[src/rtl/gpio_bank_pkg.sv]
package gpio_bank_pkg;

  localparam int OFS_DATA     = 'h00;
  localparam int OFS_DATA_SET = 'h04;
  localparam int OFS_DATA_CLR = 'h08;
  localparam int OFS_PULL_DIS = 'h0C;
  localparam int OFS_DIR      = 'h10;
  localparam int OFS_DIR_SET  = 'h14;
  localparam int OFS_DIR_CLR  = 'h18;
  localparam int OFS_ALT      = 'h20;
  localparam int OFS_RISE     = 'h40;
  localparam int OFS_FALL     = 'h44;
  localparam int OFS_STAT     = 'h48;
  localparam int OFS_ACK      = 'h4C;

  typedef struct packed {
    logic wrData;
    logic setData;
    logic clrData;
    logic wrPull;
    logic wrDir;
    logic setDir;
    logic clrDir;
    logic wrAlt;
    logic wrRise;
    logic wrFall;
    logic ackStat;
  } bankStrobe_t;

  typedef enum logic [2:0] {
    RD_NONE, RD_DATA, RD_PULL, RD_DIR, RD_ALT, RD_RISE, RD_FALL, RD_STAT
  } rdSel_t;

endpackage

[src/rtl/gpio_bank_ctrl.sv]
module gpio_bank_ctrl
  import gpio_bank_pkg::*;
#(
  parameter int ADDR_W = 8
) (
  input  logic [ADDR_W-1:0] busAddr,
  input  logic              busWe,
  output bankStrobe_t       strobe,
  output rdSel_t            rdSel
);

  always_comb begin
    strobe = '0;
    rdSel  = RD_NONE;
    case (busAddr)
      ADDR_W'(OFS_DATA):     begin strobe.wrData  = busWe; rdSel = RD_DATA; end
      ADDR_W'(OFS_DATA_SET): strobe.setData = busWe;
      ADDR_W'(OFS_DATA_CLR): strobe.clrData = busWe;
      ADDR_W'(OFS_PULL_DIS): begin strobe.wrPull  = busWe; rdSel = RD_PULL; end
      ADDR_W'(OFS_DIR):      begin strobe.wrDir   = busWe; rdSel = RD_DIR;  end
      ADDR_W'(OFS_DIR_SET):  strobe.setDir  = busWe;
      ADDR_W'(OFS_DIR_CLR):  strobe.clrDir  = busWe;
      ADDR_W'(OFS_ALT):      begin strobe.wrAlt   = busWe; rdSel = RD_ALT;  end
      ADDR_W'(OFS_RISE):     begin strobe.wrRise  = busWe; rdSel = RD_RISE; end
      ADDR_W'(OFS_FALL):     begin strobe.wrFall  = busWe; rdSel = RD_FALL; end
      ADDR_W'(OFS_STAT):     rdSel = RD_STAT;
      ADDR_W'(OFS_ACK):      strobe.ackStat = busWe;
      default:               ;
    endcase
  end

endmodule

[src/rtl/gpio_bank_dp.sv]
module gpio_bank_dp
  import gpio_bank_pkg::*;
#(
  parameter int NUM_PINS = 32,
  parameter int DATA_W   = 32
) (
  input  logic                clk,
  input  logic                rstN,
  input  bankStrobe_t         strobe,
  input  rdSel_t              rdSel,
  input  logic [DATA_W-1:0]   busWdata,
  output logic [DATA_W-1:0]   busRdata,
  input  logic [NUM_PINS-1:0] pinIn,
  output logic [NUM_PINS-1:0] pinOut,
  output logic [NUM_PINS-1:0] pinOe,
  output logic [NUM_PINS-1:0] pullEn,
  output logic [NUM_PINS-1:0] pullUp,
  output logic [NUM_PINS-1:0] altSel,
  output logic                irq
);

  logic [NUM_PINS-1:0] wordIn;
  logic [NUM_PINS-1:0] dataReg, dirReg, pullDisReg, altReg, riseMask, fallMask;
  logic [NUM_PINS-1:0] syncA, syncB, syncPrev;
  logic [NUM_PINS-1:0] statReg;
  logic [NUM_PINS-1:0] levelView;

  assign wordIn = busWdata[NUM_PINS-1:0];

  always_ff @(posedge clk) begin
    if (!rstN) begin
      dataReg    <= '0;
      dirReg     <= '0;
      pullDisReg <= '0;
      altReg     <= '0;
      riseMask   <= '0;
      fallMask   <= '0;
    end else begin
      if (strobe.wrData)       dataReg <= wordIn;
      else if (strobe.setData) dataReg <= dataReg | wordIn;
      else if (strobe.clrData) dataReg <= dataReg & ~wordIn;
      if (strobe.wrDir)        dirReg  <= wordIn;
      else if (strobe.setDir)  dirReg  <= dirReg | wordIn;
      else if (strobe.clrDir)  dirReg  <= dirReg & ~wordIn;
      if (strobe.wrPull) pullDisReg <= wordIn;
      if (strobe.wrAlt)  altReg     <= wordIn;
      if (strobe.wrRise) riseMask   <= wordIn;
      if (strobe.wrFall) fallMask   <= wordIn;
    end
  end

  always_ff @(posedge clk) begin
    if (!rstN) begin
      syncA    <= '0;
      syncB    <= '0;
      syncPrev <= '0;
    end else begin
      syncA    <= pinIn;
      syncB    <= syncA;
      syncPrev <= syncB;
    end
  end

  // One status cell per pin: an edge event outranks a clear in the same cycle.
  for (genvar p = 0; p < NUM_PINS; p++) begin : g_pin
    logic edgeHit;
    assign edgeHit = (riseMask[p] & syncB[p] & ~syncPrev[p]) |
                     (fallMask[p] & ~syncB[p] & syncPrev[p]);
    always_ff @(posedge clk) begin
      if (!rstN)                          statReg[p] <= 1'b0;
      else if (edgeHit)                   statReg[p] <= 1'b1;
      else if (strobe.ackStat && wordIn[p]) statReg[p] <= 1'b0;
    end
    assign levelView[p] = dirReg[p] ? dataReg[p] : syncB[p];
    assign pinOe[p]     = dirReg[p] & ~altReg[p];
    assign pullEn[p]    = ~dirReg[p] & ~pullDisReg[p] & ~altReg[p];
    assign pullUp[p]    = pullEn[p] & dataReg[p];
  end

  assign pinOut = dataReg;
  assign altSel = altReg;
  assign irq    = |statReg;

  always_comb begin
    case (rdSel)
      RD_DATA: busRdata = DATA_W'(levelView);
      RD_PULL: busRdata = DATA_W'(pullDisReg);
      RD_DIR:  busRdata = DATA_W'(dirReg);
      RD_ALT:  busRdata = DATA_W'(altReg);
      RD_RISE: busRdata = DATA_W'(riseMask);
      RD_FALL: busRdata = DATA_W'(fallMask);
      RD_STAT: busRdata = DATA_W'(statReg);
      default: busRdata = '0;
    endcase
  end

endmodule

[src/rtl/gpio_edge_bank.sv]
module gpio_edge_bank
  import gpio_bank_pkg::*;
#(
  parameter int NUM_PINS = 32,
  parameter int ADDR_W   = 8,
  parameter int DATA_W   = 32
) (
  input  logic                clk,
  input  logic                rstN,
  input  logic [ADDR_W-1:0]   busAddr,
  input  logic                busWe,
  input  logic [DATA_W-1:0]   busWdata,
  output logic [DATA_W-1:0]   busRdata,
  input  logic [NUM_PINS-1:0] pinIn,
  output logic [NUM_PINS-1:0] pinOut,
  output logic [NUM_PINS-1:0] pinOe,
  output logic [NUM_PINS-1:0] pullEn,
  output logic [NUM_PINS-1:0] pullUp,
  output logic [NUM_PINS-1:0] altSel,
  output logic                irq
);

  bankStrobe_t strobe;
  rdSel_t      rdSel;

  gpio_bank_ctrl #(.ADDR_W(ADDR_W)) u_ctrl (
    .busAddr (busAddr),
    .busWe   (busWe),
    .strobe  (strobe),
    .rdSel   (rdSel)
  );

  gpio_bank_dp #(.NUM_PINS(NUM_PINS), .DATA_W(DATA_W)) u_dp (
    .clk      (clk),
    .rstN     (rstN),
    .strobe   (strobe),
    .rdSel    (rdSel),
    .busWdata (busWdata),
    .busRdata (busRdata),
    .pinIn    (pinIn),
    .pinOut   (pinOut),
    .pinOe    (pinOe),
    .pullEn   (pullEn),
    .pullUp   (pullUp),
    .altSel   (altSel),
    .irq      (irq)
  );

endmodule

[config.mk]
export PLATFORM = sky130hd
export DESIGN_NAME = gpio_edge_bank
export DESIGN_NICKNAME = d
export VERILOG_FILES = /design/src/rtl/gpio_bank_pkg.sv /design/src/rtl/gpio_bank_ctrl.sv /design/src/rtl/gpio_bank_dp.sv /design/src/rtl/gpio_edge_bank.sv
export SDC_FILE = /design/constraint.sdc
export NUM_CORES = 1
export LEC_CHECK = 0
export ABC_AREA = 1
export BUFFER_PORTS_ARGS = -buffer_cell sky130_fd_sc_hd__buf_2
export CORE_ASPECT_RATIO = 1.5
export CORE_MARGIN = 1
export CORE_UTILIZATION = 60
export CTS_BUF_LIST = sky130_fd_sc_hd__clkbuf_4 sky130_fd_sc_hd__clkbuf_8
export CTS_CLUSTER_SIZE = 24
export DETAILED_ROUTE_END_ITERATION = 8
export PLACE_DENSITY = 0.86
export SLEW_MARGIN = 40
export SYNTH_ARGS = -nofsm -noshare
export SYNTH_HDL_FRONTEND = slang
export SYNTH_SLANG_ARGS = --single-unit
[constraint.sdc]
create_clock -name clk -period 7.2 [get_ports clk]
set_input_delay 2.16 -clock clk [delete_from_list [all_inputs] [get_ports clk]]
set_output_delay 2.16 -clock clk [all_outputs]
set_load 0.02 [all_outputs]
==> parameters.txt <==
Parameter                              Value

Setup path
  Peak fanout along the critical path ... 13
  Required time of the critical path ... 5040 ps
  Startpoint type of the worst setup path ... primary input
  Worst setup path class ... in -> out
  Signal arrival time at the worst endpoint ... 4250 ps
  Kind of end point of the critical path ... output port

Yosys
  Async set-or-reset flop fraction in the synthesized netlist ... 0
  Synth warn ... 0
  Area contributors post-synth ... sky130_fd_sc_hd__dfxtp_1, sky130_fd_sc_hd__nand2_1, sky130_fd_sc_hd__a21oi_1
  Top_reg_cell synth ... sky130_fd_sc_hd__dfxtp_1
  Share of Yosys cell area claimed by the top area cell type ... 0.463
  Flops & latches, synth ... 320
  Cell type contributing the most total cell area after synthesis ... sky130_fd_sc_hd__dfxtp_1
  Mapped cell area ... 0.0138 sq mm
  Library cells used by synthesis ... 27
  Most common cell in the synthesized netlist ... sky130_fd_sc_hd__nand2_1
  Post-Syn Nets ... 2098
  Number of instances in the synthesized netlist ... 2023
  Synthesized area per cell ... 6.84 sq um
  Most numerous cell types in the synthesized netlist ... sky130_fd_sc_hd__nand2_1, sky130_fd_sc_hd__dfxtp_1, sky130_fd_sc_hd__a21oi_1
  Portion of the post-synthesis area used by sequential elements ... 0.463
  Count of flip-flops with a built-in enable after synthesis ... 0

Clock network
  Library cell used as clock root buffer ... sky130_fd_sc_hd__clkbuf_8
  Quantity of gates resized following cts ... 0
  CTS Buf Count ... 45
  Number of levels in the clock H-tree ... 2
  Sink count of the clock tree ... 320
  Clk slew on worst S/H paths ... 60 ps
  Cts-stage hold buffer count ... 0
  Insertion delay to the later sink of the worst-skew pair ... 560 ps
  TritonCTS clock tree ... built
  Number of buffers inserted to repair setup after CTS ... 0
  Buffers from clock root to sink, at most ... 3

Floorplan
  Die Width ... 126 um
  Initial core utilization ... 0.616
  Num ports ... 268
  FP Rows ... 67
  Placeable core region ... 0.0225 sq mm
  Die H ... 188 um
  Die Area ... 0.0237 sq mm

Timing
  Finish-stage setup viols ... 0
  RSZ-0062 raised after global routing ... no
  Final min period ... 6410 ps
  Total negative slack for setup checks ... 0 ps
  Worst-margin pin slew ... 852 ps
  Max-slew violation count ... 0
  Post-route worst hold slack ... 410 ps
  Final Hold Violating Endpoints ... 0
  Worst rel slew slack ... 0.432
  Maximum clock frequency ... 0.156 GHz
  Share of the clock period used by the worst path ... 0.891
  Post-Route Skew ... 18.0 ps

Global route
  Met1 track demand over resource ... 0.435
  Met2 global-route usage ... 0.627
  Number of antenna violations at the first check in global routing ... 0
  First-pass GRT wire length ... 69.4 mm
  Busiest grt layer ... met2
  Tot GR Track Use ... 0.366
  Maximum number of pins on one net before global-route repair ... 115
  Via count of the first global-routing pass ... 13800
  Global routing usage on met3 ... 0.0642
  Overflow after GRT ... 0

Cells and area
  Count of nets after finishing ... 2333
  Antenna diode count ... 0
  Relative area change from synthesis to final layout ... 17.7%
  Layout cell share with drive strength beyond 1 ... 0.173

Drt
  Detailed Route WL ... 44.1 mm
  DRC violation count after routing ... 0
  Avg WL per Cell ... 17.2 um
  TritonRoute pass-1 iters ... 9
  Via total after detailed routing ... 14700
  Detailed Route Iter0 Violations ... 1802
  Antenna-violating nets left ... 0
  Mean number of vias per cell ... 5.74

Flow run
  Maximum capacitance violations ... 0

Pwr
  Peak supply drop ... 0.144 mV
  Leakage Power ... 7.80 nW
  Power per standard cell area ... 211 mW/mm^2

Min path
  Path class of the lowest-slack min-delay path ... reg -> reg

Placement
  Half-perimeter wire length after placement ... 28.1 mm
  Final weighted congestion in routability-driven placement ... 0.934
  Port-buffer cells ... 267

Status
  Run status ... completed
path summary, 6_finish.rpt:
check	startpoint	end	slack [ps]	cells past startpoint
worst max-delay path	busAddr[7]	busRdata[20]	790	12
worst min-delay path	u_dp.syncA[26]	u_dp.syncB[26]	410	2
worst max register to register	u_dp.syncB[19]	u_dp.statReg[19]	6270	3
worst min register to register	u_dp.syncA[26]	u_dp.syncB[26]	410	2
cell families (layout without fill, tap and decap cells):
| kind of cell | Yosys count | in the layout | share of synthesized area |
|---|---|---|---|
| and+or+nand+nor | 883 | 883 | 0.262 |
| AOI/OAI and AO/OA | 490 | 490 | 0.180 |
| buffers and inverters | 330 | 597 | 0.0946 |
| DFF | 320 | 320 | 0.463 |
area by class of cell:
cell class              instances  area [sq um]
well taps                     276           345
multi-input cells            1373          6190
clock inverters                 5          27.5
flip-flops and latches        320          6410
fillers                      1829          6170
inverters                     226           851
clock buffers                  74           918
repair buffers                292          1560
layer usage:
metal / part of all wire / vias to the layer above / wire (um)
li1: - / 6934 / -
met1: 0.37 / 6703 / 16300
met2: 0.49 / 907 / 21400
met3: 0.098 / 173 / 4330
met4: 0.048 / 0 / 2110
met5: 0 / - / 0
metrics by stage:
| step | cells | cell area (sq um) | utilization | total power [mW] | setup WS, ps |
|---|---|---|---|---|---|
| final | 2566 | 16300 | 0.725 | 3.44 | 786 |
| after floorplan | 2023 | 13800 | - | 1.93 | 1790 |
| after global placement | 2484 | 15300 | 0.680 | 1.99 | 936 |
| after global routing | 2566 | 16300 | 0.725 | 3.54 | 635 |
| after CTS | 2565 | 16300 | 0.724 | 3.44 | 902 |
| after detailed placement | 2486 | 15300 | 0.682 | 1.99 | 900 |
power breakdown:
part / leakage (nW) / internal, mW / switching, mW
Clock: 0.506 / 0.803 / 0.680
Combinational: 4.70 / 0.0404 / 0.108
Sequential: 2.59 / 1.79 / 0.0138
Total: 7.80 / 2.64 / 0.802
worst max-delay path: stages:
cell and delay, ps:
sky130_fd_sc_hd__buf_2 110, sky130_fd_sc_hd__inv_2 50, sky130_fd_sc_hd__nand2_1 70, sky130_fd_sc_hd__nor3_1 370
sky130_fd_sc_hd__nand2_1 200, sky130_fd_sc_hd__inv_1 480, sky130_fd_sc_hd__buf_4 350, sky130_fd_sc_hd__nand2_1 70
sky130_fd_sc_hd__o21ai_0 80, sky130_fd_sc_hd__nor2_1 60, sky130_fd_sc_hd__nand2_1 80, sky130_fd_sc_hd__buf_2 170
placed cells by master, fill, tap and decap left out, types with 3 or more instances in the layout:
| master | netlist | layout |
|---|---|---|
| sky130_fd_sc_hd__nand3_1 | 55 | 54 |
| sky130_fd_sc_hd__buf_4 | 3 | 22 |
| sky130_fd_sc_hd__and2_1 | 31 | 31 |
| sky130_fd_sc_hd__nor3_1 | 51 | 51 |
| sky130_fd_sc_hd__o21ai_0 | 141 | 141 |
| sky130_fd_sc_hd__a31oi_1 | 31 | 31 |
| sky130_fd_sc_hd__nor2_4 | 3 | 6 |
| sky130_fd_sc_hd__o21ai_1 | 32 | 32 |
| sky130_fd_sc_hd__nor2_1 | 106 | 103 |
| sky130_fd_sc_hd__clkinv_2 | 0 | 4 |
| sky130_fd_sc_hd__buf_2 | 48 | 266 |
| sky130_fd_sc_hd__dfxtp_1 | 320 | 320 |
| sky130_fd_sc_hd__clkbuf_8 | 0 | 58 |
| sky130_fd_sc_hd__nand2_1 | 614 | 613 |
| sky130_fd_sc_hd__a21oi_1 | 284 | 284 |
| sky130_fd_sc_hd__nand2_2 | 3 | 3 |
| sky130_fd_sc_hd__nor4_1 | 9 | 9 |
| sky130_fd_sc_hd__clkbuf_4 | 0 | 16 |
| sky130_fd_sc_hd__buf_6 | 0 | 3 |
| sky130_fd_sc_hd__inv_2 | 4 | 4 |
| sky130_fd_sc_hd__nor2_2 | 3 | 3 |
| sky130_fd_sc_hd__inv_1 | 222 | 221 |
Note: power is estimated with default switching activity, not from simulation.
